===== config.mk =====
export PLATFORM = sky130hd
export DESIGN_NAME = chan_rendezvous
export DESIGN_NICKNAME = d
export VERILOG_FILES = /design/src/rtl/rdv_pkg.sv /design/src/rtl/rdv_slot_bank.sv /design/src/rtl/rdv_copy_engine.sv /design/src/rtl/chan_rendezvous.sv
export SDC_FILE = /design/constraint.sdc
export NUM_CORES = 1
export LEC_CHECK = 0
export BUFFER_PORTS_ARGS = -buffer_cell sky130_fd_sc_hd__buf_2
export CORE_MARGIN = 2
export CORE_UTILIZATION = 51
export CTS_BUF_LIST = sky130_fd_sc_hd__clkbuf_4
export DETAILED_ROUTE_END_ITERATION = 16
export PLACE_DENSITY = 0.84
export SETUP_SLACK_MARGIN = 0.05
export SYNTH_ARGS = -nofsm -noshare
export SYNTH_HDL_FRONTEND = slang
export SYNTH_SLANG_ARGS = --single-unit

===== constraint.sdc =====
create_clock -name clk -period 3.35 [get_ports clk]
set_clock_uncertainty 0.2 [all_clocks]
set_input_delay 0.1675 -clock clk [delete_from_list [all_inputs] [get_ports clk]]
set_output_delay 0.1675 -clock clk [all_outputs]
set_load 0.02 [all_outputs]

===== src/rtl/rdv_pkg.sv =====
// Shared definitions for the channel rendezvous unit.
// Assumes: the direction encoding below is fixed at the port (0 send, 1 receive).
package rdv_pkg;
    typedef enum logic {DIR_SEND = 1'b0, DIR_RECV = 1'b1} dir_e;
endpackage


===== src/rtl/rdv_slot_bank.sv =====
// Per-channel waiting slots. Each slot holds one parked operation.
// Assumes: set and clear are never raised together for the same channel.
module rdv_slot_bank #(
    parameter int NUM_CH = 4,
    parameter int LEN_W  = 8,
    parameter int ADDR_W = 8,
    parameter int ID_W   = 4,
    localparam int CH_W  = $clog2(NUM_CH)
) (
    input  logic              clk,
    input  logic              rst_n,
    input  logic              set_en,
    input  logic              clr_en,
    input  logic [CH_W-1:0]   sel_ch,
    input  rdv_pkg::dir_e     in_dir,
    input  logic [LEN_W-1:0]  in_len,
    input  logic [ADDR_W-1:0] in_addr,
    input  logic [ID_W-1:0]   in_id,
    output logic              hit,
    output rdv_pkg::dir_e     hit_dir,
    output logic [LEN_W-1:0]  hit_len,
    output logic [ADDR_W-1:0] hit_addr,
    output logic [ID_W-1:0]   hit_id
);
    logic                vld_q  [NUM_CH];
    rdv_pkg::dir_e       dir_q  [NUM_CH];
    logic [LEN_W-1:0]    len_q  [NUM_CH];
    logic [ADDR_W-1:0]   addr_q [NUM_CH];
    logic [ID_W-1:0]     id_q   [NUM_CH];

    for (genvar c = 0; c < NUM_CH; c++) begin : g_slot
        // Park or release this channel's waiting operation.
        always_ff @(posedge clk) begin
            if (!rst_n) begin
                vld_q[c]  <= 1'b0;
                dir_q[c]  <= rdv_pkg::DIR_SEND;
                len_q[c]  <= '0;
                addr_q[c] <= '0;
                id_q[c]   <= '0;
            end else if (sel_ch == CH_W'(c)) begin
                if (set_en) begin
                    vld_q[c]  <= 1'b1;
                    dir_q[c]  <= in_dir;
                    len_q[c]  <= in_len;
                    addr_q[c] <= in_addr;
                    id_q[c]   <= in_id;
                end else if (clr_en) begin
                    vld_q[c]  <= 1'b0;
                end
            end
        end
    end

    // Present the selected channel's slot.
    always_comb begin
        hit      = vld_q[sel_ch];
        hit_dir  = dir_q[sel_ch];
        hit_len  = len_q[sel_ch];
        hit_addr = addr_q[sel_ch];
        hit_id   = id_q[sel_ch];
    end
endmodule


===== src/rtl/rdv_copy_engine.sv =====
// Word copier: one read issued per cycle and the matching write one cycle later.
// Assumes: memory read data arrives one cycle after the read strobe; start only while idle.
module rdv_copy_engine #(
    parameter int LEN_W  = 8,
    parameter int ADDR_W = 8,
    parameter int DATA_W = 16,
    parameter int ID_W   = 4
) (
    input  logic              clk,
    input  logic              rst_n,
    input  logic              start,
    input  logic [LEN_W-1:0]  start_len,
    input  logic [ADDR_W-1:0] start_src,
    input  logic [ADDR_W-1:0] start_dst,
    input  logic [ID_W-1:0]   start_snd_id,
    input  logic [ID_W-1:0]   start_rcv_id,
    input  logic              start_trunc,
    output logic              busy,
    output logic              done,
    output logic [ID_W-1:0]   done_snd_id,
    output logic [ID_W-1:0]   done_rcv_id,
    output logic              done_trunc,
    output logic              rd_en,
    output logic [ADDR_W-1:0] rd_addr,
    input  logic [DATA_W-1:0] rd_data,
    output logic              wr_en,
    output logic [ADDR_W-1:0] wr_addr,
    output logic [DATA_W-1:0] wr_data
);
    logic [LEN_W-1:0]  len_q, rd_idx_q, wr_idx_q;
    logic [ADDR_W-1:0] src_q, dst_q;
    logic              wr_pend_q;
    logic              last_wr;

    // Memory lane outputs derived from the copy cursors.
    always_comb begin
        rd_en   = busy && (rd_idx_q != len_q);
        rd_addr = src_q + ADDR_W'(rd_idx_q);
        wr_en   = wr_pend_q;
        wr_addr = dst_q + ADDR_W'(wr_idx_q);
        wr_data = rd_data;
        last_wr = wr_pend_q && (wr_idx_q == len_q - LEN_W'(1));
    end

    // Copy sequencing and completion pulse.
    always_ff @(posedge clk) begin
        if (!rst_n) begin
            busy        <= 1'b0;
            done        <= 1'b0;
            len_q       <= '0;
            rd_idx_q    <= '0;
            wr_idx_q    <= '0;
            wr_pend_q   <= 1'b0;
            src_q       <= '0;
            dst_q       <= '0;
            done_snd_id <= '0;
            done_rcv_id <= '0;
            done_trunc  <= 1'b0;
        end else begin
            done <= 1'b0;
            if (start) begin
                len_q       <= start_len;
                src_q       <= start_src;
                dst_q       <= start_dst;
                rd_idx_q    <= '0;
                wr_pend_q   <= 1'b0;
                done_snd_id <= start_snd_id;
                done_rcv_id <= start_rcv_id;
                done_trunc  <= start_trunc;
                if (start_len == '0) done <= 1'b1;
                else                 busy <= 1'b1;
            end else if (busy) begin
                if (rd_en) rd_idx_q <= rd_idx_q + LEN_W'(1);
                wr_pend_q <= rd_en;
                wr_idx_q  <= rd_idx_q;
                if (last_wr) begin
                    busy <= 1'b0;
                    done <= 1'b1;
                end
            end
        end
    end
endmodule


===== src/rtl/chan_rendezvous.sv =====
// Synchronous rendezvous over numbered channels: park first arriver, copy on match.
// Assumes: operations are offered only while req_ready is high.
module chan_rendezvous #(
    parameter int NUM_CH = 4,
    parameter int LEN_W  = 8,
    parameter int ADDR_W = 8,
    parameter int DATA_W = 16,
    parameter int ID_W   = 4,
    localparam int CH_W  = $clog2(NUM_CH)
) (
    input  logic              clk,
    input  logic              rst_n,
    input  logic              req_valid,
    output logic              req_ready,
    input  logic              req_dir,
    input  logic [CH_W-1:0]   req_ch,
    input  logic [LEN_W-1:0]  req_len,
    input  logic [ADDR_W-1:0] req_addr,
    input  logic [ID_W-1:0]   req_id,
    output logic              req_err,
    output logic              done_valid,
    output logic [ID_W-1:0]   done_snd_id,
    output logic [ID_W-1:0]   done_rcv_id,
    output logic              done_trunc,
    output logic              mem_rd_en,
    output logic [ADDR_W-1:0] mem_rd_addr,
    input  logic [DATA_W-1:0] mem_rd_data,
    output logic              mem_wr_en,
    output logic [ADDR_W-1:0] mem_wr_addr,
    output logic [DATA_W-1:0] mem_wr_data
);
    import rdv_pkg::*;

    dir_e              in_dir, hit_dir;
    logic              hit, accept, park, pair, clash, busy;
    logic [LEN_W-1:0]  hit_len, s_len, r_len, cp_len;
    logic [ADDR_W-1:0] hit_addr, s_addr, r_addr;
    logic [ID_W-1:0]   hit_id, s_id, r_id;
    logic              trunc;

    assign in_dir = dir_e'(req_dir);

    rdv_slot_bank #(.NUM_CH(NUM_CH), .LEN_W(LEN_W), .ADDR_W(ADDR_W), .ID_W(ID_W)) u_slots (
        .clk(clk), .rst_n(rst_n), .set_en(park), .clr_en(pair), .sel_ch(req_ch),
        .in_dir(in_dir), .in_len(req_len), .in_addr(req_addr), .in_id(req_id),
        .hit(hit), .hit_dir(hit_dir), .hit_len(hit_len), .hit_addr(hit_addr), .hit_id(hit_id)
    );

    // Classify the incoming operation and pick sender/receiver roles.
    always_comb begin
        req_ready = !busy;
        accept    = req_valid && req_ready;
        park      = accept && !hit;
        clash     = accept && hit && (hit_dir == in_dir);
        pair      = accept && hit && (hit_dir != in_dir);
        if (in_dir == DIR_SEND) begin
            s_len = req_len;  s_addr = req_addr;  s_id = req_id;
            r_len = hit_len;  r_addr = hit_addr;  r_id = hit_id;
        end else begin
            s_len = hit_len;  s_addr = hit_addr;  s_id = hit_id;
            r_len = req_len;  r_addr = req_addr;  r_id = req_id;
        end
        trunc  = r_len < s_len;
        cp_len = trunc ? r_len : s_len;
    end

    // Collision flag, one cycle after the rejected operation.
    always_ff @(posedge clk) begin
        if (!rst_n) req_err <= 1'b0;
        else        req_err <= clash;
    end

    rdv_copy_engine #(.LEN_W(LEN_W), .ADDR_W(ADDR_W), .DATA_W(DATA_W), .ID_W(ID_W)) u_copy (
        .clk(clk), .rst_n(rst_n), .start(pair), .start_len(cp_len),
        .start_src(s_addr), .start_dst(r_addr), .start_snd_id(s_id), .start_rcv_id(r_id),
        .start_trunc(trunc), .busy(busy), .done(done_valid), .done_snd_id(done_snd_id),
        .done_rcv_id(done_rcv_id), .done_trunc(done_trunc),
        .rd_en(mem_rd_en), .rd_addr(mem_rd_addr), .rd_data(mem_rd_data),
        .wr_en(mem_wr_en), .wr_addr(mem_wr_addr), .wr_data(mem_wr_data)
    );
endmodule


==> out/metrics.yaml <==
cts_max_level: 4
worstHoldPathType: "input port to output pin"
antenna_found_initial: 1
clockBufferDepth: 2
hold_viol: 0
peakVddDrop_uv: 291
p_int_w: 0.00270
rows: 44
pre_cts_slack_ps: 49.1
setup_tns_ps: 0
leakagePower_nw: 3.30
final.min_clock_period_ps: 3150
grt_max_degree: 41
max-slew-margin-rel_pct: 27.7
async_reset_ff_share_pct: 0
routed_wl_um: 16200
dr.pass1.iters: 5
synth_cell_types: 46
critical_path_peak_fanout: 3
dp.cells: 853
gp_congestion: 0.873
wire_per_inst_um: 17.8
worst_pin_slew_ps: 1080
path_clk_slew_ps: 110
cts_tree: "yes"
final_util_pct: 58.2
power.total_w: 0.00368
place.port_buffers: 55
fp.dieArea_um2: 15500
synthCells: 654
vias_per_cell: 5.67
critPathLaunchType: "register"
ys.flop_type: "edfxtp_1"
critPathKind: "register to register"
die_w_um: 125
vias: 5151
combPwrFrac_pct: 14.8
layout_commonest_cell: "edfxtp_1"
outcome: "finished, final reports clean"
place_hpwl_um: 11000
num-fill-cells: 1147
synth-seq-cells: 141
final_nets: 777
fin_ws_ps: 195
initial_utilization_pct: 51.6
synth_fp_nets: 721
final_antenna_net_count: 0
fin_crit_sh_pct: 94.2
syn_area_um2: 7410
postCtsSetupRepairBufs: 0
synth_edf_count: 86
critPathCaptureType: "register"
clock_sinks: 141
setup_viol: 0
grt_pass1_vias: 5233
crit_required_ps: 3580
postSynthAreaPerCell_um2: 11.3
ioPinCount: 88
clockPowerShare_pct: 31.7
drv_cap: 0
rsz0062_at_grt: "no"
grt_use_total_pct: 21.2
clk_latency_ps: 540
synth_warnings: 0
p_sw_share_pct: 26.7
grt-ovfl-total: 0
drc: 0
die_h_um: 125
design.core.area_um2: 14400
crit_arrival_ps: 3380
p_seq_share_pct: 53.5
final_cell_count_no_fill: 908
power_density_nw_per_um2: 441
drv_slew: 0
cts_root_buffer: "clkbuf_4"
layout-drive-gt1-share_pct: 19.2
p_switching_w: 0.000984
cts_made_buffers: 17
grt_pass1_wl_um: 26000
fmax_ghz: 0.317
layout_common_cells: "86 x edfxtp_1, 84 x and2_1, 72 x nor2_1"
ys_seq_area_share_pct: 49.7
first_iter_violations: 395
area_delta_synth_final_pct: 12.8
## worst paths after layout
| path | to | from | cells after the start | slack (ps) |
|---|---|---|---|---|
| max | u_copy.done$_SDFF_PN0_ | u_slots.len_q[3][3]$_SDFFCE_PN0P_ | 9 | 200 |
| min | mem_wr_data[10] | mem_rd_data[10] | 0 | 140 |
| max reg2reg | u_copy.done$_SDFF_PN0_ | u_slots.len_q[3][3]$_SDFFCE_PN0P_ | 9 | 200 |
| min reg2reg | u_slots.dir_q[2]$_DFF_P_ | u_slots.dir_q[2]$_DFF_P_ | 2 | 290 |
## flip-flops by register name, summed over array words and instances (netlist names), 4 cells and up
signal,count
u_copy.done_snd_id,4
u_copy.dst_q,8
u_slots.vld_q,4
u_slots.id_q,16
u_slots.addr_q,32
u_copy.src_q,8
u_copy.len_q,8
u_copy.done_rcv_id,4
u_slots.len_q,32
u_slots.dir_q,4
u_copy.rd_idx_q,8
u_copy.wr_idx_q,8
## per-layer routing
layer  track usage [%]  routed length, µm  part of all wire, %
met3              5.07                890                  5.5
met2              36.2               7990                   49
met1              25.7               6800                   42
met5                 0                  0                    0
met4              9.52                504                  3.1
## stage by stage
step                      hold WS [ps]  instance area (µm²)
after floorplan                    165                 7420
after global placement             135                 7830
after detailed placement           135                 7830
after CTS                          135                 8350
after global routing               135                 8360
final                              135                 8360
## critical path: stages, from the launching register on
cell       delay, ps
edfxtp_1         380
mux4_2           510
mux2_2           300
ha_1             330
a21oi_1          150
a21oi_1          110
a2111oi_4        410
xor2_2           150
and4_1           190
o311a_1          340
## power by group through the flow
stage / clock network (W) / registers (W) / logic [W]
6_report: 0.00117 / 0.00197 / 0.000545
5_1_grt: 0.00125 / 0.00198 / 0.000595
4_1_cts: 0.00119 / 0.00197 / 0.000542
3_5_place_dp: 0 / 0.00201 / 0.000519
3_3_place_gp: 0 / 0.00200 / 0.000503
2_1_floorplan: 0 / 0.00200 / 0.000393
## area by class of cell
class | count | area, µm² | share of cell area (%)
Clock inverter | 13 | 164 | 1.96
Sequential cell | 141 | 3680 | 44.1
Tap cell | 184 | 230 | 2.75
Antenna cell | 1 | 2.50 | 0.0299
Clock buffer | 19 | 143 | 1.71
Timing Repair Buffer | 92 | 646 | 7.72
Inverter | 18 | 67.6 | 0.808
Multi-Input combinational cell | 440 | 3430 | 41.0
## cell usage after synthesis, types with 2 or more instances
cell type / number / area share (%)
nand4_1: 7 / 0.59
ha_1: 23 / 3.9
a21boi_0: 2 / 0.20
nand2b_1: 7 / 0.59
xnor2_1: 32 / 3.8
and2_1: 84 / 7.1
o21a_1: 2 / 0.20
inv_1: 18 / 0.91
dfxtp_1: 55 / 15
and3_1: 2 / 0.17
nand3_1: 3 / 0.20
mux4_2: 22 / 6.7
nor3_1: 11 / 0.74
buf_4: 17 / 1.7
nor4_1: 4 / 0.34
mux2i_1: 41 / 5.5
nand2_1: 18 / 0.91
buf_2: 4 / 0.27
a21o_1: 4 / 0.41
nor3b_1: 2 / 0.20
buf_1: 4 / 0.20
o22ai_1: 7 / 0.59
nor2b_1: 5 / 0.42
mux2_2: 7 / 1.1
a211oi_1: 27 / 2.7
fa_1: 2 / 0.54
clkbuf_1: 30 / 1.5
and4_1: 2 / 0.24
a21oi_1: 18 / 1.2
edfxtp_1: 86 / 35
xor2_1: 9 / 1.1
nor2_1: 73 / 3.7
o21ai_1: 2 / 0.14
o21ai_0: 12 / 0.81
## logic make-up (layout without fill, tap and decap cells)
family | count (synthesis) | after routing | synth area share, %
fa+ha+maj | 25 | 25 | 4.42
buf+inv | 73 | 142 | 4.62
xor+xnor | 41 | 41 | 4.84
mux | 70 | 70 | 13.3
other cells | 0 | 1 | 0
compound gates | 83 | 83 | 7.63
simple gates | 221 | 221 | 15.5
flops | 141 | 141 | 49.7
## what timing repair did
action | 4_1_cts | 5_1_grt
hold buffers | 22 | 0
endpoints found under the setup margin | 0 | 3
endpoints found under the hold margin | 120 | 0
resized for setup | 0 | 2
Power figures use the tool's default switching activity.
